## config.mk

```make
export PLATFORM = sky130hd
export DESIGN_NAME = quad_phase_sequencer
export DESIGN_NICKNAME = d
export VERILOG_FILES = /design/src/rtl/qps_pkg.sv /design/src/rtl/qps_phase_gen.sv /design/src/rtl/qps_fetch_addr.sv /design/src/rtl/qps_instr_reg.sv /design/src/rtl/quad_phase_sequencer.sv
export SDC_FILE = /design/constraint.sdc
export NUM_CORES = 1
export LEC_CHECK = 0
export ABC_AREA = 1
export BUFFER_PORTS_ARGS = -buffer_cell sky130_fd_sc_hd__buf_2
export CAP_MARGIN = 0
export CORE_MARGIN = 10
export CORE_UTILIZATION = 40
export DETAILED_ROUTE_END_ITERATION = 8
export GPL_ROUTABILITY_DRIVEN = 0
export PLACE_DENSITY = 0.65
export SYNTH_ARGS = -nofsm -noshare
export SYNTH_HDL_FRONTEND = slang
export SYNTH_SLANG_ARGS = --single-unit
```

## constraint.sdc

```tcl
create_clock -name clk -period 1.9 [get_ports clk]
set_input_delay 0.38 -clock clk [delete_from_list [all_inputs] [get_ports clk]]
set_output_delay 0.38 -clock clk [all_outputs]
set_load 0.02 [all_outputs]
```

## src/rtl/qps_pkg.sv

```systemverilog
// Package: shared phase type and constants of the four-phase sequencer.
// Assumes one instruction cycle is always exactly four input clocks.
package qps_pkg;
    localparam int unsigned PHASES = 4;
    typedef enum logic [1:0] {
        PH_Q1 = 2'd0,
        PH_Q2 = 2'd1,
        PH_Q3 = 2'd2,
        PH_Q4 = 2'd3
    } phase_e;
endpackage

```

## src/rtl/qps_phase_gen.sv

```systemverilog
// Phase generator: counts input clocks modulo four, decodes the count into
// one-hot phase strobes and produces a registered divide-by-four clock.
// Assumes a synchronous active-low reset that starts the count at phase one.
module qps_phase_gen
    import qps_pkg::*;
(
    input  logic              clk,
    input  logic              rst_n,
    output logic [PHASES-1:0] q,
    output logic              div4
);
    phase_e state;
    logic   div_r;

    // Advance the phase counter once per input clock.
    always_ff @(posedge clk) begin
        if (!rst_n) begin
            state <= PH_Q1;
        end else begin
            unique case (state)
                PH_Q1:   state <= PH_Q2;
                PH_Q2:   state <= PH_Q3;
                PH_Q3:   state <= PH_Q4;
                default: state <= PH_Q1;
            endcase
        end
    end

    // Decode the counter into one strobe per phase.
    for (genvar i = 0; i < PHASES; i++) begin : g_strobe
        assign q[i] = (state == phase_e'(i));
    end

    // Divided clock: drop on entry to phase three, raise on entry to phase one.
    always_ff @(posedge clk) begin
        if (!rst_n)    div_r <= 1'b1;
        else if (q[1]) div_r <= 1'b0;
        else if (q[3]) div_r <= 1'b1;
    end
    assign div4 = div_r;

    for (genvar i = 0; i < PHASES; i++) begin : g_order_chk
        AST_PHASE_ORDER: assert property (@(posedge clk) disable iff (!rst_n)
            q[i] |=> q[(i + 1) % PHASES]);
    end
    AST_ONE_PHASE: assert property (@(posedge clk) disable iff (!rst_n)
        $countones(q) == 1);
    AST_DIV_HIGH: assert property (@(posedge clk) disable iff (!rst_n)
        (q[0] || q[1]) |-> div4);
    AST_DIV_LOW: assert property (@(posedge clk) disable iff (!rst_n)
        (q[2] || q[3]) |-> !div4);
endmodule

```

## src/rtl/qps_fetch_addr.sv

```systemverilog
// Fetch address unit: holds the program counter and the address presented
// to program memory. The fetch address moves only at the end of phase one,
// to the pending branch target if one was recorded in phase four, else to
// the program counter; the program counter then points one beyond it.
// Assumes take_ok is already qualified with phase four and a live instruction.
module qps_fetch_addr #(
    parameter int unsigned PC_W = 8
) (
    input  logic            clk,
    input  logic            rst_n,
    input  logic            ph1,
    input  logic            take_ok,
    input  logic [PC_W-1:0] target,
    output logic [PC_W-1:0] fetch_addr
);
    logic [PC_W-1:0] pc;
    logic [PC_W-1:0] tgt_r;
    logic            pend;
    logic [PC_W-1:0] next_fa;

    // Select the next fetch address: the pending target, else the counter.
    always_comb next_fa = pend ? tgt_r : pc;

    // Record a branch in phase four and redirect the fetch at phase one.
    always_ff @(posedge clk) begin
        if (!rst_n) begin
            pc         <= '0;
            fetch_addr <= '0;
            tgt_r      <= '0;
            pend       <= 1'b0;
        end else begin
            if (take_ok) begin
                pend  <= 1'b1;
                tgt_r <= target;
            end
            if (ph1) begin
                fetch_addr <= next_fa;
                pc         <= next_fa + PC_W'(1);
                pend       <= 1'b0;
            end
        end
    end

    AST_ADDR_HOLD: assert property (@(posedge clk) disable iff (!rst_n)
        !ph1 |=> $stable(fetch_addr));
    AST_BRANCH_LANDS: assert property (@(posedge clk) disable iff (!rst_n)
        (ph1 && pend) |=> fetch_addr == $past(tgt_r));
endmodule

```

## src/rtl/qps_instr_reg.sv

```systemverilog
// Instruction register: captures the fetched word at the end of phase four,
// or an all-zero no-operation word when a branch was taken in that phase.
// Assumes pm_data is valid for the current fetch address by phase four.
module qps_instr_reg #(
    parameter int unsigned IW = 14
) (
    input  logic          clk,
    input  logic          rst_n,
    input  logic          ph4,
    input  logic          take_ok,
    input  logic [IW-1:0] word_in,
    output logic [IW-1:0] ir_q
);
    // Latch the fetched word, or flush it after a taken branch.
    always_ff @(posedge clk) begin
        if (!rst_n)   ir_q <= '0;
        else if (ph4) ir_q <= take_ok ? '0 : word_in;
    end

    AST_IR_HOLD: assert property (@(posedge clk) disable iff (!rst_n)
        !ph4 |=> $stable(ir_q));
    AST_FLUSH_NOP: assert property (@(posedge clk) disable iff (!rst_n)
        take_ok |=> ir_q == '0);
endmodule

```

## src/rtl/quad_phase_sequencer.sv

```systemverilog
// Four-phase fetch/execute sequencer top. Ties the phase generator, fetch
// address unit and instruction register together, qualifies branch requests
// and issues the data-memory strobes at their fixed phases.
// Assumes the execute logic holds br_take, br_target and wr_req valid in
// the phases where they are sampled; an all-zero IR is a no-operation.
module quad_phase_sequencer #(
    parameter int unsigned PC_W = 8,
    parameter int unsigned IW   = 14
) (
    input  logic            clk,
    input  logic            rst_n,
    input  logic            br_take,
    input  logic [PC_W-1:0] br_target,
    input  logic            wr_req,
    input  logic [IW-1:0]   pm_data,
    output logic [3:0]      ph_q,
    output logic            clk_div4,
    output logic [PC_W-1:0] pm_addr,
    output logic [IW-1:0]   ir,
    output logic            dm_rd,
    output logic            dm_wr
);
    import qps_pkg::*;

    logic [PHASES-1:0] q;
    logic              ir_live;
    logic              take_ok;

    qps_phase_gen u_phase (
        .clk   (clk),
        .rst_n (rst_n),
        .q     (q),
        .div4  (clk_div4)
    );

    // Only a real instruction in phase four may redirect the fetch.
    always_comb begin
        ir_live = |ir;
        take_ok = br_take && q[PHASES-1] && ir_live;
    end

    qps_fetch_addr #(.PC_W(PC_W)) u_fetch (
        .clk        (clk),
        .rst_n      (rst_n),
        .ph1        (q[0]),
        .take_ok    (take_ok),
        .target     (br_target),
        .fetch_addr (pm_addr)
    );

    qps_instr_reg #(.IW(IW)) u_ir (
        .clk     (clk),
        .rst_n   (rst_n),
        .ph4     (q[PHASES-1]),
        .take_ok (take_ok),
        .word_in (pm_data),
        .ir_q    (ir)
    );

    // Operand read in phase two, destination write in phase four.
    always_comb begin
        ph_q  = q;
        dm_rd = q[1] && ir_live;
        dm_wr = q[PHASES-1] && ir_live && wr_req;
    end

    AST_RD_SINGLE: assert property (@(posedge clk) disable iff (!rst_n)
        dm_rd |=> !dm_rd);
    AST_RD_NOT_BEFORE_WR: assert property (@(posedge clk) disable iff (!rst_n)
        dm_rd |=> !dm_wr);
    AST_WR_IR_STEADY: assert property (@(posedge clk) disable iff (!rst_n)
        dm_wr |-> $stable(ir));
endmodule

```

==> summary.md <==
| Metric | Value |
|---|---|
| Status | finished, final reports clean |
| Placed Area | 2300 um2 |
| # hold bufs at CTS | 0 |
| Worst R2R Setup Slack | 360 ps |
| Vias in the first global route | 1841 |
| Top FF cell, synth | dfxtp_1 |
| Syn Nets | 291 |
| Chip width | 90.3 um |
| Number of H-tree levels | 2 |
| Skew-Pair Late Insertion Delay | 290 ps |
| I/O pins | 55 |
| Layout cells sized above 1 | 30.3% |
| DRC | 0 |
| Number of max-cap violations | 0 |
| Post-synthesis instance area | 1980 um2 |
| Crit path kind | register to primary output |
| Synth top area share | 42.6% |
| Final net count | 346 |
| Post-synth ARST share | 0% |
| Synth top area cells | dfxtp_1, nand2_1, nor2_1, o21ai_0, nor3_2 |
| Synth Register Bits | 42 |
| Min-delay src | br_target[7] |
| DIE HEIGHT | 90.3 um |
| Worst ir drop on vdd | 0.674 mV |
| Max incr delay on CP | 320 ps |
| WHS Path Cells | 3 |
| TNS Setup | 0 ps |
| Antenna violations before repair | 0 |
| Fill count | 491 |
| Sequential element share of the synthesized area | 42.6% |
| Die area | 8150 um2 |
| Final instance area | 2390 um2 |
| RSZ-0062 raised after global routing | false |
| Clock Tree Buf Depth | 2 |
| Largest net degree at the start of global routing | 20 |
| Pins Over Slew Limit | 0 |
| YS warnings | 0 |
| Number of synthesized flops with an enable pin | 0 |
| Arrival @ worst endpoint | 1400 ps |
| Startpoint class of the critical path | register |
| Post-CTS setup buffers | 0 |
| Cells after Synth | 260 |
| Crit end category | primary output |
| Core box area | 4750 um2 |
| Wire length per cell | 12.6 um |
| Tmin final | 1780 ps |
| Clock root cell | clkbuf_8 |
| Effective utilization at floorplan | 41.6% |
| Yosys cell types | 30 |
| Final ANT Viol Nets | 0 |
| Tcrit/Tclk final | 93.5% |
| Fin util | 50.2% |
| Hold Fails Final Rpt | 0 |
| Congestion Overflow GR | 0 |
| Total power | 3.04 mW |
| TritonCTS clock tree | done |
| WHS Endpoint | u_fetch.tgt_r[7] |
| Worst Hold Class | input port to register |
| Max-slew headroom | 71.5% |
| IO buf count | 54 |
| Ant diodes | 0 |
| Power per cell area | 1270 nW/um2 |
| DRT Pass-1 Iters | 4 |
| Most common cell after layout, fill and taps aside | buf_2 |
| Detailed Route WL | 4820 um |
| Cells along the critical path | or2_1 -> nor2_2 -> nand2_1 -> and3_1 -> buf_2 |
| Worst EP required | 1520 ps |
| Post-DP HPWL | 3730 um |
| Leakage | 1.13 nW |
| Mean Syn Cell Area | 7.60 um2 |
| Fmax | 563 MHz |
| R2R depth | 8 |
| CTS buffer count | 5 |
| Row count | 25 |
| Area grow syn2layout | 20.8% |
| Setup violation total in the final timing report | 0 |
| Detailed router's first-iteration violation count | 95 |
| Slew @ Worst Pin | 426 ps |
| Reg2reg end | u_fetch.pc[4] |
| Clock Pin Slew Worst Setup and Hold Paths | 70 ps |
| Largest area contributor in the netlist | dfxtp_1 |
| Gr usage total | 12.1% |
| Via density | 4.68 |
| Vias post-DR | 1784 |
| Clk sinks | 42 |
| Crit-path slowest cell | dfxtp_1 |
| First-pass GRT wire length | 8250 um |
| Final Skew | 4.34 ps |
| R2r startpoint | u_fetch.pend |
| Crit-path max FO | 3 |
| Most frequent cells in the layout | buf_2, nand2_1, nor2_1 |
==> stage by stage <==
step | worst slack [ps] | cells | hold slack (ps)
final | 123 | 381 | 341
after global routing | 5.31 | 381 | 349
after CTS | 38.3 | 381 | 336
after detailed placement | 236 | 375 | 443
after global placement | 263 | 375 | 433
after floorplan | 350 | 260 | 426
==> worst max-delay path: cells and delay by family, from the launching register on <==
family | cells | cell delay (ps)
buffers and inverters | 1 | 150
flip-flops | 1 | 320
AND/OR/NAND/NOR | 4 | 620
==> cell usage after synthesis (3+ instances only) <==
master,instances
inv_1,24
o21ai_0,33
inv_2,3
nand2_1,48
clkbuf_1,4
buf_4,3
nand3_1,8
buf_6,4
nor3_2,14
nor2_2,3
a21oi_1,5
o21ai_2,3
ha_1,5
nor2_1,46
dfxtp_1,42
==> sequential cells by signal, summed over array words and instances, names as in the netlist <==
| name | count |
|---|---|
| u_fetch.pc | 8 |
| u_ir.ir_q | 14 |
| u_phase.div4 | 1 |
| u_fetch.tgt_r | 8 |
| u_phase.state | 2 |
| u_fetch.pend | 1 |
| u_fetch.fetch_addr | 8 |
==> per-layer routing <==
| metal | vias up | global-route usage, % | share of wire, % |
|---|---|---|---|
| li1 | 936 | - | - |
| met3 | 12 | 5.65 | 8.8 |
| met2 | 58 | 17.9 | 42 |
| met5 | - | 0 | 0 |
| met4 | 0 | 5.31 | 2.2 |
| met1 | 778 | 14.5 | 47 |
==> power breakdown <==
part | internal [mW] | switching [mW] | total [mW]
combinational | 0.456 | 0.854 | 1.31
clock | 0.280 | 0.283 | 0.563
sequential | 1.06 | 0.101 | 1.16
==> how the worst max path moves through the flow <==
| stage | slack, ps | start | cells past startpoint | endpoint |
|---|---|---|---|---|
| floorplan | 350 | u_phase.state[0] | 4 | dm_wr |
| global placement | 260 | u_phase.state[0] | 5 | u_fetch.pc[2] |
| detailed placement | 240 | u_phase.state[0] | 5 | u_fetch.pc[2] |
| CTS | 40 | u_phase.state[0] | 3 | ph_q[0] |
| global route | 5 | u_ir.ir_q[5] | 5 | dm_wr |
| finish | 120 | u_ir.ir_q[5] | 5 | dm_wr |
==> repair_timing <==
| item | CTS | global route |
|---|---|---|
| hold endpoints to repair | 0 | 0 |
| gates resized for setup | 0 | 2 |
| endpoints found under the setup margin | 0 | 2 |
==> cell type report <==
type,count,area [um2],area share [%]
well taps,67,83.8,3.51
clock buffers,6,82.6,3.46
flip-flops and latches,42,841,35.2
inverters,27,101,4.25
repair buffers,60,328,13.7
multi-input cells,179,951,39.8
==> cells by family after synthesis <==
family | after synthesis | synth area share, %
flip-flops | 42 | 42.6
AND/OR/NAND/NOR | 125 | 30.3
adder cells (fa/ha/maj) | 5 | 3.17
buffers and inverters | 39 | 9.56
AO/OA/AOI/OAI | 49 | 14.4
Power figures use the tool's default switching activity.
